--- src/rtl/fm_slot_mux_pkg.sv ---
package fm_slot_mux_pkg;

   // Width of the per-channel pan field and the meaning of its bits.
   localparam int PAN_W       = 2;
   localparam int PAN_LEFT_B  = 1;
   localparam int PAN_RIGHT_B = 0;

   // Side gating of the slot currently selected.
   typedef struct packed {
      logic left;
      logic right;
   } pan_sel_t;

endpackage

--- src/rtl/fm_slot_counter.sv ---
module fm_slot_counter #(
   parameter int NUM_CH = 6,
   parameter int SLOT_W = $clog2(NUM_CH)
) (
   input  logic              clk,
   input  logic              rst_n,
   input  logic              adv,
   output logic [SLOT_W-1:0] slot
);

   localparam logic [SLOT_W-1:0] LAST = SLOT_W'(NUM_CH - 1);

   if (NUM_CH < 2) begin : g_bad_count
      $error("fm_slot_counter: NUM_CH must be at least 2");
   end
   if ((1 << SLOT_W) < NUM_CH) begin : g_bad_width
      $error("fm_slot_counter: SLOT_W too narrow for NUM_CH");
   end

   always_ff @(posedge clk) begin
      if (!rst_n) begin
         slot <= '0;
      end else if (adv) begin
         if (slot == LAST) slot <= '0;
         else              slot <= slot + 1'b1;
      end
   end

   // position never leaves the legal range
   p_slot_range_r2: assert property (@(posedge clk) disable iff (!rst_n)
      slot <= LAST);

   // last channel is followed by channel 0
   p_slot_wrap_r2: assert property (@(posedge clk) disable iff (!rst_n)
      (adv && slot == LAST) |=> slot == '0);

   // otherwise one step per pulse
   p_slot_step_r2: assert property (@(posedge clk) disable iff (!rst_n)
      (adv && slot != LAST) |=> slot == $past(slot) + 1'b1);

   // no pulse, no movement
   p_slot_idle_r9: assert property (@(posedge clk) disable iff (!rst_n)
      !adv |=> $stable(slot));

endmodule

--- src/rtl/fm_dac_format.sv ---
module fm_dac_format #(
   parameter int DAC_W = 8,
   parameter int OUT_W = 9
) (
   input  logic [DAC_W-1:0] dac_value,
   output logic [OUT_W-1:0] sample
);

   if (DAC_W < 2) begin : g_bad_dac
      $error("fm_dac_format: DAC_W must be at least 2");
   end

   // Offset-binary to two's complement: flip the top bit.
   logic [DAC_W-1:0] signed_val;
   assign signed_val = {~dac_value[DAC_W-1], dac_value[DAC_W-2:0]};

   if (OUT_W > DAC_W) begin : g_widen
      assign sample = {signed_val, {(OUT_W-DAC_W){1'b0}}};
   end else if (OUT_W == DAC_W) begin : g_same
      assign sample = signed_val;
   end else begin : g_narrow
      assign sample = signed_val[DAC_W-1 -: OUT_W];
   end

endmodule

--- src/rtl/fm_lane_select.sv ---
module fm_lane_select
   import fm_slot_mux_pkg::*;
#(
   parameter int NUM_CH = 6,
   parameter int IN_W   = 14,
   parameter int OUT_W  = 9,
   parameter int SLOT_W = $clog2(NUM_CH),
   parameter int DAC_CH = NUM_CH - 1
) (
   input  logic [NUM_CH*IN_W-1:0]  ch_data,
   input  logic [NUM_CH*PAN_W-1:0] pan_lr,
   input  logic [OUT_W-1:0]        dac_sample,
   input  logic                    dac_en,
   input  logic [SLOT_W-1:0]       slot,
   output logic [OUT_W-1:0]        sample,
   output pan_sel_t                side
);

   if (OUT_W > IN_W) begin : g_bad_trunc
      $error("fm_lane_select: OUT_W may not exceed IN_W");
   end
   if (DAC_CH < 0 || DAC_CH >= NUM_CH) begin : g_bad_dac_ch
      $error("fm_lane_select: DAC_CH out of range");
   end

   logic [OUT_W-1:0] lane     [NUM_CH];
   pan_sel_t         lane_pan [NUM_CH];

   for (genvar c = 0; c < NUM_CH; c++) begin : g_lane
      logic [OUT_W-1:0] trunc;
      assign trunc = ch_data[c*IN_W + IN_W - 1 -: OUT_W];

      if (c == DAC_CH) begin : g_dac_lane
         assign lane[c] = dac_en ? dac_sample : trunc;
      end else begin : g_fm_lane
         assign lane[c] = trunc;
      end

      assign lane_pan[c].left  = pan_lr[c*PAN_W + PAN_LEFT_B];
      assign lane_pan[c].right = pan_lr[c*PAN_W + PAN_RIGHT_B];
   end

   always_comb begin
      sample = '0;
      side   = '0;
      for (int i = 0; i < NUM_CH; i++) begin
         if (slot == SLOT_W'(i)) begin
            sample = lane[i];
            side   = lane_pan[i];
         end
      end
   end

endmodule

--- src/rtl/fm_slot_mux.sv ---
module fm_slot_mux
   import fm_slot_mux_pkg::*;
#(
   parameter int NUM_CH = 6,
   parameter int IN_W   = 14,
   parameter int OUT_W  = 9,
   parameter int DAC_W  = 8,
   parameter int DAC_CH = NUM_CH - 1,
   localparam int SLOT_W = $clog2(NUM_CH)
) (
   input  logic                    clk,
   input  logic                    rst_n,
   input  logic                    slot_ce,
   input  logic [NUM_CH*IN_W-1:0]  ch_data,
   input  logic [NUM_CH*PAN_W-1:0] pan_lr,
   input  logic [DAC_W-1:0]        dac_value,
   input  logic                    dac_en,
   output logic [OUT_W-1:0]        left_out,
   output logic [OUT_W-1:0]        right_out,
   output logic [SLOT_W-1:0]       slot_out
);

   logic [SLOT_W-1:0] cur_slot;
   logic [OUT_W-1:0]  dac_sample;
   logic [OUT_W-1:0]  sel_sample;
   pan_sel_t          sel_side;

   fm_slot_counter #(
      .NUM_CH (NUM_CH),
      .SLOT_W (SLOT_W)
   ) u_counter (
      .clk   (clk),
      .rst_n (rst_n),
      .adv   (slot_ce),
      .slot  (cur_slot)
   );

   fm_dac_format #(
      .DAC_W (DAC_W),
      .OUT_W (OUT_W)
   ) u_dac_fmt (
      .dac_value (dac_value),
      .sample    (dac_sample)
   );

   fm_lane_select #(
      .NUM_CH (NUM_CH),
      .IN_W   (IN_W),
      .OUT_W  (OUT_W),
      .SLOT_W (SLOT_W),
      .DAC_CH (DAC_CH)
   ) u_lanes (
      .ch_data    (ch_data),
      .pan_lr     (pan_lr),
      .dac_sample (dac_sample),
      .dac_en     (dac_en),
      .slot       (cur_slot),
      .sample     (sel_sample),
      .side       (sel_side)
   );

   always_ff @(posedge clk) begin
      if (!rst_n) begin
         left_out  <= '0;
         right_out <= '0;
         slot_out  <= '0;
      end else if (slot_ce) begin
         left_out  <= sel_side.left  ? sel_sample : '0;
         right_out <= sel_side.right ? sel_sample : '0;
         slot_out  <= cur_slot;
      end
   end

   // the index reported is the position that was emitted
   p_slot_tag_r2: assert property (@(posedge clk) disable iff (!rst_n)
      slot_ce |=> slot_out == $past(cur_slot));

   // outputs frozen between pulses
   p_hold_r9: assert property (@(posedge clk) disable iff (!rst_n)
      !slot_ce |=> ($stable(left_out) && $stable(right_out) && $stable(slot_out)));

   // a disabled left side emits zero
   p_left_off_r4: assert property (@(posedge clk) disable iff (!rst_n)
      (slot_ce && !pan_lr[cur_slot*PAN_W + PAN_LEFT_B]) |=> left_out == '0);

   // a disabled right side emits zero
   p_right_off_r5: assert property (@(posedge clk) disable iff (!rst_n)
      (slot_ce && !pan_lr[cur_slot*PAN_W + PAN_RIGHT_B]) |=> right_out == '0);

   // both sides on carry the same sample
   p_both_equal_r5: assert property (@(posedge clk) disable iff (!rst_n)
      (slot_ce && pan_lr[cur_slot*PAN_W + PAN_LEFT_B]
               && pan_lr[cur_slot*PAN_W + PAN_RIGHT_B]) |=> left_out == right_out);

   if (OUT_W > DAC_W) begin : g_dac_lsb_chk
      // a widened DAC sample has zero low bits
      p_dac_lsb_r7: assert property (@(posedge clk) disable iff (!rst_n)
         (slot_ce && dac_en && cur_slot == SLOT_W'(DAC_CH)
                  && pan_lr[DAC_CH*PAN_W + PAN_LEFT_B])
         |=> left_out[OUT_W-DAC_W-1:0] == '0);
   end

endmodule

--- config.mk ---
export PLATFORM = sky130hd
export DESIGN_NAME = fm_slot_mux
export DESIGN_NICKNAME = d
export VERILOG_FILES = /design/src/rtl/fm_slot_mux_pkg.sv /design/src/rtl/fm_slot_counter.sv /design/src/rtl/fm_dac_format.sv /design/src/rtl/fm_lane_select.sv /design/src/rtl/fm_slot_mux.sv
export SDC_FILE = /design/constraint.sdc
export NUM_CORES = 1
export LEC_CHECK = 0
export BUFFER_PORTS_ARGS = -buffer_cell sky130_fd_sc_hd__buf_2
export CORE_UTILIZATION = 30
export CTS_CLUSTER_SIZE = 12
export DETAILED_ROUTE_END_ITERATION = 12
export PLACE_DENSITY = 0.58
export SKIP_LAST_GASP = 1
export SYNTH_ARGS = -nofsm -noshare
export SYNTH_HDL_FRONTEND = slang
export SYNTH_HIERARCHICAL = 1
export SYNTH_SLANG_ARGS = --single-unit
--- constraint.sdc ---
create_clock -name clk -period 2.2 [get_ports clk]
set_input_delay 0.11 -clock clk [delete_from_list [all_inputs] [get_ports clk]]
set_output_delay 0.11 -clock clk [all_outputs]
set_load 0.01 [all_outputs]
==> impl_metrics.tcl, run 1 <==
set metrics [dict create \
    ys_seq_elements 24 \
    grt_usage_pct 16.3 \
    rsz0062_at_grt "no" \
    ios 129 \
    required_ns 2.41 \
    setup_viol 0 \
    status "finished clean" \
    period_share_pct 89.3 \
    drt.antenna.violating_nets 0 \
    slew_headroom_pct 61.7 \
    crit_slowest_cell "dfxtp_1" \
    wl_per_cell_microns 14.3 \
    hold_buffers 0 \
    antenna_found_initial 0 \
    finalNonFillerCells 341 \
    place_inst 337 \
    clkLatencyLatePin_ns 0.27 \
    post-place-ws_ns 0.264 \
    cap_violations 0 \
    syn-cell-area_sq_um 1760 \
    yosysWarnings 6 \
    fmax_ghz 0.509 \
    synth_nets 294 \
    drt-initial-drc-count 102 \
    whs_path_depth 5 \
    port_buffers 98 \
    period_needed_ns 1.96 \
    leakage_nw 1.09 \
    drive_gt1_share_pct 45.7 \
    cts_buffer_depth 2 \
    slowest_delay_ns 0.67 \
    flow.area_growth_from_synthesis_pct 29.5 \
    drcViolationCount 0 \
    nets 378 \
    cts_resized 0 \
    fill_cells 589 \
    viasPerCell 4.91 \
    clock_sinks 24 \
    reg2reg_to "left_out[0]$_SDFFE_PN0P_" \
    vias 1675 \
    gr-total-overflow 0 \
    r2r_slack_ns 0.24 \
    multi_input_area_sq_um 1070 \
    post_cts_buffers 0 \
    rows 27 \
    r2r_cells 6 \
    hpwl_microns 3820 \
    cts_root_buf "clkbuf_8" \
    async_reset_ff_share_pct 0 \
    clkTransAtPathRegs_ns 0.09 \
    antenna_cells 0 \
    cts_tree "yes" \
    initial_core_util_pct 31.5 \
    power_mw 1.21 \
    synth_edf_count 0 \
    hold_start "ch_data[53]" \
    coreArea_sq_um 5570 \
    drt_wl_total_microns 4870 \
    path_buf_inv 1 \
    crit_chain "buf_4 -> nand3b_1 -> o21a_1 -> o221ai_1 -> and2_4 -> a32o_1" \
    cp_data_arrival_time_ns 2.17 \
    syn_area_per_cell_sq_um 9.45 \
    final_common_cell "buf_2" \
    htreeDepth 1 \
    die_w_microns 78.6 \
    fin_tns_setup_ns 0 \
    crit_family "flip-flops" \
    worst_pin_slew_ns 0.574 \
    final_cell_mix "buf_2 (98), dfxtp_1 (24), nand3b_1 (21), mux2i_1 (16), nand2_1 (13)" \
    worstSetupEndpointType "flip-flop" \
    globalplace.congestion 0.713 \
    worst_setup_path_start_kind "flip-flop" \
    setup_slack_ns 0.235 \
    r2r_start "u_counter/slot[0]$_SDFFE_PN0P_" \
    cts_buffers 3 \
    hold_viol 0 \
    maxSlewViolCount 0 \
    grt_pass1_wl_microns 7940 \
    synth_cells 186 \
    seqCellArea_sq_um 480 \
    die_h_microns 78.6 \
    yosysSeqAreaShare_pct 27.3 \
    crit_fanout 14 \
    hold_path.class "primary input to flip-flop" \
    grt_pass1_vias 1616 \
    holdPathEnd "right_out[6]$_SDFFE_PN0P_" \
    p_per_area_nw_per_um2 533 \
    dieArea_sq_um 6170 \
    grt_max_degree 38 \
    crit_type "flip-flop to flip-flop" \
    firstDrtPassIters 6 \
    clock_skew_ns 0.00531 \
    yosys.cell_types.count 35 \
    ys.flop_type "dfxtp_1" \
    ir_drop_v 0.000512 \
]
## how the worst max path moves through the flow
stage | from | endpoint | cells after the start
floorplan | u_counter/slot[0]$_SDFFE_PN0P_ | left_out[1]$_SDFFE_PN0P_ | 7
global placement | u_counter/slot[0]$_SDFFE_PN0P_ | left_out[0]$_SDFFE_PN0P_ | 6
detailed placement | u_counter/slot[0]$_SDFFE_PN0P_ | left_out[4]$_SDFFE_PN0P_ | 6
CTS | u_counter/slot[0]$_SDFFE_PN0P_ | left_out[4]$_SDFFE_PN0P_ | 6
global route | u_counter/slot[0]$_SDFFE_PN0P_ | left_out[4]$_SDFFE_PN0P_ | 6
finish | u_counter/slot[0]$_SDFFE_PN0P_ | left_out[0]$_SDFFE_PN0P_ | 6
## per-layer routing
layer	vias to the layer above	global-route usage, %	wire length [microns]
met4	0	2.22	17
li1	856	-	-
met5	-	0	0
met2	44	27.5	2340
met3	2	3.14	216
met1	773	21.8	2290
## through the flow
stage	instance area [sq um]	hold slack, ns	utilization (%)
2_1_floorplan	1760	0.228	-
3_3_place_gp	2210	0.460	39.6
3_5_place_dp	2210	0.461	39.6
4_1_cts	2280	0.276	40.9
5_1_grt	2280	0.324	40.9
6_report	2280	0.288	40.9
## power by group
| group | leakage, nW | switching (mW) | internal [mW] |
|---|---|---|---|
| clock | 0.0357 | 0.143 | 0.243 |
| sequential | 0.195 | 0.0233 | 0.461 |
| combinational | 0.861 | 0.162 | 0.181 |
## logic make-up (layout without fill, tap and decap cells)
family          Yosys count  in the layout  synth area share, %
compound gates           41             41                 18.6
xor+xnor                  1              1                0.498
buf+inv                  30            113                 11.8
flops                    24             24                 27.3
mux                      25             25                 17.2
other cells               1              1                0.213
simple gates             64             64                 24.3
## worst register-to-register path: stages (launching register included)
cell	delay (ns)
dfxtp_1	0.67
buf_4	0.23
nand3b_1	0.07
o21a_1	0.11
o221ai_1	0.37
and2_4	0.29
a32o_1	0.18
## state kept, by name, indices dropped and copies added, names as in the netlist
signal and count:
left_out 9, u_counter/slot 3, slot_out 3, right_out 9
## area by class of cell
| type | count | share of cell area, % |
|---|---|---|
| inverters | 2 | 0.330 |
| well taps | 72 | 3.96 |
| clock inverters | 1 | 1.32 |
| repair buffers | 107 | 24.5 |
| multi-input cells | 132 | 47.0 |
| clock buffers | 3 | 1.81 |
| flip-flops and latches | 24 | 21.1 |
## cell usage after synthesis, drive strengths merged, types with 2 or more instances
library cell	n	area, sq um
nand3b	21	158
clkbuf	6	23.8
mux2	8	120
nor2b	6	37.5
and3b	2	18.8
and2b	4	30.0
mux2i	16	160
a32o	7	70.1
nand2	13	48.8
dfxtp	24	480
nand4	11	68.8
o221ai	2	17.5
a222oi	8	80.1
buf	21	168
o21a	12	90.1
and2	2	15.0
o21ai	9	45.0
a21boi	2	15.0
(Power assumes the default switching activity.)
==> inputs of run 2 (changes only) <==
--- a/config.mk
+++ b/config.mk
@@ -5,8 +5,9 @@
 export SDC_FILE = /design/constraint.sdc
 export NUM_CORES = 1
 export LEC_CHECK = 0
-export BUFFER_PORTS_ARGS = -buffer_cell sky130_fd_sc_hd__buf_2
+export BUFFER_PORTS_ARGS = -buffer_cell sky130_fd_sc_hd__buf_4
 export CORE_UTILIZATION = 30
+export CTS_BUF_LIST = sky130_fd_sc_hd__clkbuf_16
 export CTS_CLUSTER_SIZE = 12
 export DETAILED_ROUTE_END_ITERATION = 12
 export PLACE_DENSITY = 0.58
==> run 2 against run 1 <==
  * Cell count stayed put
  * Setup slack better by 0.068 ns
  * Non-clock buffer count did not move
  * Combinational power grew 14%
  * Clock skew shrank 0.0033 ns
  * Global-route usage is 0.50 points higher
  * Utilization grew 5.0 points
  * Critical path type unchanged
==> impl_metrics.tcl, run 2 (synthesis results as in run 1) <==
set metrics [dict create \
    die_h_microns 78.6 \
    rsz0062_at_grt "no" \
    fill_cells 572 \
    hold_buffers 0 \
    grt_pass1_vias 1718 \
    gr-total-overflow 0 \
    cts_root_buf "clkbuf_16" \
    clkLatencyLatePin_ns 0.25 \
    drt_wl_total_microns 5020 \
    clock_skew_ns 0.00201 \
    required_ns 2.35 \
    p_per_area_nw_per_um2 544 \
    htreeDepth 1 \
    viasPerCell 5.03 \
    dieArea_sq_um 6170 \
    period_share_pct 86.2 \
    whs_path_depth 2 \
    initial_core_util_pct 31.5 \
    fin_tns_setup_ns 0 \
    crit_slowest_cell "dfxtp_1" \
    grt_usage_pct 16.8 \
    clkTransAtPathRegs_ns 0.06 \
    antenna_found_initial 0 \
    internal-power_mw 1.05 \
    clkPwrFrac_pct 36.8 \
    final_common_cell "buf_4" \
    clock_sinks 24 \
    coreArea_sq_um 5570 \
    cp_data_arrival_time_ns 2.04 \
    crit_fanout 9 \
    slew_headroom_pct 66.1 \
    grt_pass1_wl_microns 8310 \
    maxSlewViolCount 0 \
    cts_buffers 3 \
    whs_ns 0.264 \
    setup_slack_ns 0.304 \
    hold_path.class "primary input to flip-flop" \
    antenna_cells 0 \
    seq_power_share_pct 35.0 \
    vias 1714 \
    hpwl_microns 3930 \
    port_buffers 98 \
    nets 378 \
    worstSetupEndpointType "flip-flop" \
    worst_setup_path_start_kind "flip-flop" \
    cpMostUsedCell "buf_4" \
    fmax_ghz 0.527 \
    ios 129 \
    crit_type "flip-flop to flip-flop" \
    status "finished clean" \
    cts_tree "yes" \
    die_w_microns 78.6 \
    period_needed_ns 1.90 \
    switching_power_mw 0.338 \
    crit_chain "buf_4 -> buf_4 -> nand2b_1 -> o221ai_1 -> and2_4 -> a32o_1" \
    wl_per_cell_microns 14.7 \
    worst_pin_slew_ns 0.507 \
    globalplace.congestion 0.718 \
    cts_buffer_depth 2 \
    drt-initial-drc-count 94 \
    slowest_delay_ns 0.53 \
    leakage_nw 1.17 \
    post_cts_buffers 0 \
    ir_drop_v 0.000546 \
    r2r_cells 6 \
    drcViolationCount 0 \
    cap_violations 0 \
    p_sw_share_pct 24.3 \
    hold_viol 0 \
    post-place-ws_ns 0.265 \
    cts_resized 0 \
    r2r_slack_ns 0.30 \
    grt_max_degree 45 \
    firstDrtPassIters 4 \
    flow.area_growth_from_synthesis_pct 45.4 \
    reg_top3 "left_out (9), right_out (9)" \
    final_cell_mix "buf_4 (107), dfxtp_1 (24), nand3b_1 (21), mux2i_1 (16), nand2_1 (13)" \
    pwr-share-comb_pct 28.1 \
    rows 27 \
    setup_viol 0 \
    drt.antenna.violating_nets 0 \
    drive_gt1_share_pct 45.7 \
]
-- run 2: power by group through the flow --
stage	clock network, mW	logic (mW)	registers, mW
after CTS	0.523	0.395	0.488
after detailed placement	0	0.394	0.498
after global routing	0.540	0.428	0.492
after global placement	0	0.390	0.497
after floorplan	0	0.219	0.497
final	0.512	0.391	0.487
-- run 2: path summary, 6_finish.rpt --
kind,start,endpoint
worst max-delay path,u_counter/slot[1]$_SDFFE_PN0P_,left_out[0]$_SDFFE_PN0P_
worst min-delay path,rst_n,u_counter/slot[1]$_SDFFE_PN0P_
worst max register to register,u_counter/slot[1]$_SDFFE_PN0P_,left_out[0]$_SDFFE_PN0P_
worst min register to register,right_out[1]$_SDFFE_PN0P_,right_out[1]$_SDFFE_PN0P_
-- run 2: final cells by class --
type                    instances  area, sq um  share of cell area (%)
multi-input cells             132         1070                    41.9
repair buffers                107          803                    31.4
clock inverters                 1         30.0                    1.17
inverters                       2         7.51                   0.294
flip-flops and latches         24          480                    18.8
clock buffers                   3         75.1                    2.94
well taps                      72         90.1                    3.52
-- run 2: stage by stage --
stage	area, sq um	power (mW)	std cells	util (%)
after global placement	2450	0.887	337	44.0
after detailed placement	2450	0.891	337	44.0
after floorplan	1760	0.716	186	-
after global routing	2560	1.46	341	45.9
after CTS	2560	1.41	341	45.9
final	2560	1.39	341	45.9
-- run 2: metal layers --
metal,vias to the layer above,GRT usage (%),wire length (microns)
li1,857,-,-
met1,788,21.6,2180
met3,10,4.07,318
met5,-,0,0
met2,59,27.7,2410
met4,0,4.63,112
-- run 2: critical path: cells and delay by family (launching register included) --
| kind | cells | cell delay, ns |
|---|---|---|
| AO/OA/AOI/OAI | 2 | 0.51 |
| flip-flops | 1 | 0.53 |
| AND/OR/NAND/NOR | 2 | 0.41 |
| buffers and inverters | 2 | 0.35 |
